**config.mk**
```make
export PLATFORM = sky130hd
export DESIGN_NAME = page_burst_splitter
export DESIGN_NICKNAME = d
export VERILOG_FILES = /design/src/rtl/splt_pkg.sv /design/src/rtl/splt_sizer.sv /design/src/rtl/splt_beat.sv /design/src/rtl/page_burst_splitter.sv
export SDC_FILE = /design/constraint.sdc
export NUM_CORES = 1
export LEC_CHECK = 0
export BUFFER_PORTS_ARGS = -buffer_cell sky130_fd_sc_hd__buf_4
export CAP_MARGIN = 40
export CORE_MARGIN = 2
export CORE_UTILIZATION = 45
export CTS_CLUSTER_DIAMETER = 80
export DETAILED_ROUTE_END_ITERATION = 10
export PLACE_DENSITY = 0.67
export SLEW_MARGIN = 15
export SYNTH_ARGS = -nofsm -noshare
export SYNTH_HDL_FRONTEND = slang
export SYNTH_SLANG_ARGS = --single-unit
export TNS_END_PERCENT = 1
```
**constraint.sdc**
```tcl
create_clock -name clk -period 10.05 [get_ports clk]
set_clock_uncertainty 0.2 [all_clocks]
set_input_delay 0 -clock clk [delete_from_list [all_inputs] [get_ports clk]]
set_output_delay 0 -clock clk [all_outputs]
set_load 0.05 [all_outputs]
```
**src/rtl/splt_pkg.sv**
```systemverilog
package splt_pkg;
  typedef enum logic [1:0] {
    ST_IDLE  = 2'd0,
    ST_ISSUE = 2'd1,
    ST_RUN   = 2'd2
  } splt_state_e;
endpackage

```
**src/rtl/splt_sizer.sv**
```systemverilog
// Chooses the size of the next burst: the words left, capped at the room
// left before the next page boundary.
module splt_sizer #(
  parameter int ADDR_W    = 30,
  parameter int LEN_W     = 12,
  parameter int PAGE_BITS = 8
) (
  input  logic [ADDR_W-1:0]    addr,
  input  logic [LEN_W-1:0]     remain,
  output logic [PAGE_BITS:0]   size
);
  localparam int BLEN_W     = PAGE_BITS + 1;
  localparam int CW         = (LEN_W > BLEN_W) ? LEN_W : BLEN_W;
  localparam int PAGE_WORDS = 1 << PAGE_BITS;

  logic [CW-1:0] room;
  logic [CW-1:0] rem_w;
  logic [CW-1:0] pick;

  always_comb begin
    room  = CW'(PAGE_WORDS) - CW'(addr[PAGE_BITS-1:0]);
    rem_w = CW'(remain);
    pick  = (rem_w < room) ? rem_w : room;
    size  = BLEN_W'(pick);
  end
endmodule

```
**src/rtl/splt_beat.sv**
```systemverilog
// Steps through one burst: one word address per clock.
module splt_beat #(
  parameter int ADDR_W    = 30,
  parameter int PAGE_BITS = 8
) (
  input  logic                clk,
  input  logic                rst,
  input  logic                load,
  input  logic [ADDR_W-1:0]   load_addr,
  input  logic [PAGE_BITS:0]  load_cnt,
  output logic                beat_valid,
  output logic [ADDR_W-1:0]   beat_addr,
  output logic                beat_last
);
  localparam int BLEN_W = PAGE_BITS + 1;

  logic [BLEN_W-1:0] left;

  always_ff @(posedge clk) begin
    if (rst) begin
      beat_valid <= 1'b0;
      beat_addr  <= '0;
      left       <= '0;
    end else if (load) begin
      beat_valid <= 1'b1;
      beat_addr  <= load_addr;
      left       <= load_cnt - BLEN_W'(1);
    end else if (beat_valid) begin
      if (left == '0) begin
        beat_valid <= 1'b0;
      end else begin
        beat_addr <= beat_addr + ADDR_W'(1);
        left      <= left - BLEN_W'(1);
      end
    end
  end

  assign beat_last = beat_valid && (left == '0);
endmodule

```
**src/rtl/page_burst_splitter.sv**
```systemverilog
module page_burst_splitter #(
  parameter int ADDR_W    = 30,
  parameter int LEN_W     = 12,
  parameter int PAGE_BITS = 8
) (
  input  logic                 clk,
  input  logic                 rst,
  input  logic                 req_valid,
  input  logic [ADDR_W-1:0]    req_addr,
  input  logic [LEN_W-1:0]     req_len,
  input  logic                 dir_sel,
  output logic                 busy,
  output logic                 done,
  output logic                 burst_start,
  output logic [ADDR_W-1:0]    burst_addr,
  output logic [PAGE_BITS:0]   burst_len,
  output logic                 burst_dir,
  output logic                 beat_valid,
  output logic [ADDR_W-1:0]    beat_addr
);
  import splt_pkg::*;

  localparam int BLEN_W = PAGE_BITS + 1;
  localparam int CW     = (LEN_W > BLEN_W) ? LEN_W : BLEN_W;

  splt_state_e        state;
  logic [ADDR_W-1:0]  cur_addr;
  logic [LEN_W-1:0]   remain;
  logic               dir_q;
  logic [BLEN_W-1:0]  next_size;
  logic               load;
  logic               beat_last;

  splt_sizer #(
    .ADDR_W(ADDR_W), .LEN_W(LEN_W), .PAGE_BITS(PAGE_BITS)
  ) u_sizer (
    .addr(cur_addr), .remain(remain), .size(next_size)
  );

  assign load = (state == ST_ISSUE);

  splt_beat #(
    .ADDR_W(ADDR_W), .PAGE_BITS(PAGE_BITS)
  ) u_beat (
    .clk(clk), .rst(rst), .load(load),
    .load_addr(cur_addr), .load_cnt(next_size),
    .beat_valid(beat_valid), .beat_addr(beat_addr), .beat_last(beat_last)
  );

  always_ff @(posedge clk) begin
    if (rst) begin
      state       <= ST_IDLE;
      busy        <= 1'b0;
      done        <= 1'b0;
      cur_addr    <= '0;
      remain      <= '0;
      dir_q       <= 1'b0;
      burst_start <= 1'b0;
      burst_addr  <= '0;
      burst_len   <= '0;
      burst_dir   <= 1'b0;
    end else begin
      dir_q       <= dir_sel;
      burst_start <= 1'b0;
      if (dir_sel != dir_q) done <= 1'b0;
      case (state)
        ST_IDLE: begin
          if (req_valid) begin
            cur_addr  <= req_addr;
            remain    <= req_len;
            burst_dir <= dir_sel;
            if (req_len == '0) begin
              done <= 1'b1;
            end else begin
              done  <= 1'b0;
              busy  <= 1'b1;
              state <= ST_ISSUE;
            end
          end
        end
        ST_ISSUE: begin
          burst_start <= 1'b1;
          burst_addr  <= cur_addr;
          burst_len   <= next_size;
          cur_addr    <= cur_addr + ADDR_W'(next_size);
          remain      <= LEN_W'(CW'(remain) - CW'(next_size));
          state       <= ST_RUN;
        end
        ST_RUN: begin
          if (beat_last) begin
            if (remain == '0) begin
              busy  <= 1'b0;
              done  <= 1'b1;
              state <= ST_IDLE;
            end else begin
              state <= ST_ISSUE;
            end
          end
        end
        default: state <= ST_IDLE;
      endcase
    end
  end
endmodule

```
==> flow_summary.ini <==
[timing]
max_freq_mhz = 160
worstMarginPinSlew_ps = 838
timing.final.max_slew_violations = 0
setup_viol = 0
rsz0062_at_grt = false
hold_violations = 0
slew_headroom_pct = 42.5
period_share_pct = 62.1
setup_tns_ps = 0
final.min_clock_period_ps = 6240

[floorplan]
floorplan.initialDensity_pct = 45.4
rows = 47
dieArea_mm2 = 0.0176
die-height_um = 133
core-area_mm2 = 0.0164
num_io_pins = 120
die_w_um = 133

[worst_setup_path]
crit-reg2reg-launch = cur_addr[1]$_SDFFE_PP0P_
r2r_cells = 20
cp_slowest_cell = a21oi_2
arrival_ps = 6390
worstSetupPathType = reg -> reg
crit_path_start = cur_addr[1]$_SDFFE_PP0P_
critPathBufInv = 3
slowest_delay_ps = 670
r2r-end = cur_addr[26]$_SDFFE_PP0P_
cp.required_ps = 10200
crit_chain = inv_1 > ha_1 > xor2_1 > ha_1 > o21a_1 > o21ai_0 > o21ai_0 > o211ai_4 > a21oi_2 > mux2i_2 > inv_1 > ha_1 > nand2_1 > a211oi_2 > a211oi_2 > o311ai_2 > buf_4 > nand2_1 > or4_1 > a31oi_1
endpoint = cur_addr[26]$_SDFFE_PP0P_
worstSetupStartpointType = register
crit_family = compound AO/OA/AOI/OAI gates
end_kind = register
path_max_fanout = 12
reg2reg_slack_ps = 3810
crit_top_cell = ha_1
worstSetupPathDepth = 20

[global_routing]
antenna_found_initial = 0
grt_pass1_vias = 6992
overflow = 0
grt_max_degree = 82
grt_first_pass_wirelength_mm = 36.9
track_usage_pct = 26.2

[logic_synthesis]
syn-mean-instance-area_um2 = 7.75
synth_flop_cell = dfxtp_1
syn-cell-area_mm2 = 0.00745
syn_inst = 962
synth_edf_count = 0
syn-num-nets = 1032
async_flop_share_pct = 0
synth-seq-area-share_pct = 34.4
ys_ff_latch = 128
yosys_warnings = 0
synth_cell_types = 76

[route]
ant_nets = 0
routedWlPerCell_um = 17.2
route.vias.total = 7555
drt_iter0_drc = 549
via_per_inst = 5.68
routed_wl_mm = 22.9
drc = 0
dr.pass1.iters = 5

[clocking]
numCtsBuffers = 17
clk_latency_ps = 430
cts_repair_resize_count = 0
postCtsSetupBuffers = 0
ctsRootBufferMaster = clkbuf_16
cts_hold_buf = 46
cts_max_level = 4
clk_pin_slew_ps = 60
cts_tree = yes
clockBufferDepth = 2
cts_sinks = 128

[run_status]
outcome = completed

[place]
place_hpwl_mm = 15.9
io_buffers = 119
dp.cells = 1251
place_area_mm2 = 0.00849
place_congestion = 0.925

[worst_hold_path]
min_path_type = in -> reg
whs_path_depth = 3

[layout]
fillCellCount = 1509
fin_area_mm2 = 0.00956
finalNonFillerCells = 1330
drive_gt1_share_pct = 17.3
syn2layout_area_growth_pct = 28.3
final_nets = 1166

[pwr]
powerDensity_mw_per_mm2 = 231
leakage_nw = 3.83
irDropWorstVdd_v = 0.000143

[run]
cap_viol_max_count = 0
[worst min path at each step]
stage	startpoint	endpoint
after detailed placement	dir_sel	dir_q$_SDFF_PP0_
after global routing	req_addr[16]	cur_addr[16]$_SDFFE_PP0P_
after global placement	dir_sel	dir_q$_SDFF_PP0_
final	dir_sel	dir_q$_SDFF_PP0_
after CTS	dir_sel	dir_q$_SDFF_PP0_
after floorplan	dir_sel	dir_q$_SDFF_PP0_
[synth_stat cells (all sizes together) (18+ instances only)]
| library cell | count | area [um2] |
|---|---|---|
| clkbuf | 43 | 161 |
| ha | 24 | 300 |
| nand3 | 29 | 145 |
| dfxtp | 128 | 2560 |
| nand2 | 190 | 713 |
| a21oi | 112 | 568 |
| a211oi | 20 | 170 |
| inv | 30 | 113 |
| a31oi | 19 | 125 |
| a311oi | 18 | 158 |
| and3 | 24 | 150 |
| o21ai | 34 | 170 |
| xor2 | 22 | 200 |
| nor2 | 63 | 236 |
| xnor2 | 42 | 368 |
[final cells by class]
class / count / area (um2) / area share, %
Antenna cell: 1 / 2.50 / 0.0262
Clock buffer: 18 / 439 / 4.59
Inverter: 30 / 113 / 1.18
Multi-Input combinational cell: 745 / 4540 / 47.5
Timing Repair Buffer: 174 / 1460 / 15.3
Sequential cell: 128 / 2560 / 26.8
Clock inverter: 14 / 168 / 1.75
Tap cell: 220 / 275 / 2.88
[report_power, final]
group          switching [W]  total (W)  internal [W]
sequential         0.0000686   0.000624      0.000556
combinational       0.000585   0.000944      0.000359
clock               0.000258   0.000637      0.000380
[sequential cells by signal, indices dropped and copies added (netlist names)]
name,cells
burst_addr,30
cur_addr,30
u_beat.beat_addr,30
remain,12
burst_len,9
u_beat.left,9
state,2
burst_dir,1
burst_start,1
busy,1
dir_q,1
done,1
u_beat.beat_valid,1
[worst register-to-register path, stage by stage, from the launching register on]
cell and delay [ps]:
dfxtp_1 520, inv_1 160, ha_1 310, xor2_1 470, ha_1 290, o21a_1 120
o21ai_0 90, o21ai_0 300, o211ai_4 180, a21oi_2 670, mux2i_2 520, inv_1 100
ha_1 320, nand2_1 150, a211oi_2 260, a211oi_2 140, o311ai_2 300, buf_4 230
nand2_1 130, or4_1 540, a31oi_1 170
[metal layers]
layer  GRT usage (%)  wire [um]  share of wire (%)
met5               0          0                  0
met4            9.44        461                2.0
met3            5.90       1270                5.5
met2            42.2      10800                 47
met1            34.6      10400                 45
[per-stage QoR]
stage | hold WS [ps] | utilization (%) | total power [W] | worst slack [ps]
after floorplan | -71.8 | - | 0.00132 | 4970
after global placement | 44.1 | 51.4 | 0.00153 | 4040
after detailed placement | 48.7 | 51.8 | 0.00154 | 3880
after CTS | 141 | 58.3 | 0.00220 | 3830
after global routing | 176 | 58.3 | 0.00233 | 3330
final | 159 | 58.3 | 0.00221 | 3810
[layout by cell type (no fill, tap or decap), types with 29 or more instances in the layout]
| cell | n |
|---|---|
| nor2_1 | 63 |
| dfxtp_1 | 128 |
| a21oi_1 | 110 |
| buf_4 | 126 |
| dlygate4sd3_1 | 46 |
| o21ai_0 | 34 |
| xnor2_1 | 42 |
| nand2_1 | 190 |
| nand3_1 | 29 |
| inv_1 | 30 |
[cells by family (layout without fill, tap and decap cells)]
kind of cell / Yosys count / after routing / synth area share, %
xor+xnor: 64 / 64 / 7.62
fa+ha+maj: 25 / 25 / 4.16
other cells: 0 / 1 / 0
compound gates: 258 / 258 / 23.1
mux: 12 / 12 / 1.81
flops: 128 / 128 / 34.4
buf+inv: 89 / 236 / 4.88
simple gates: 386 / 386 / 24.0
No activity file was read; power rests on OpenSTA's default activity.
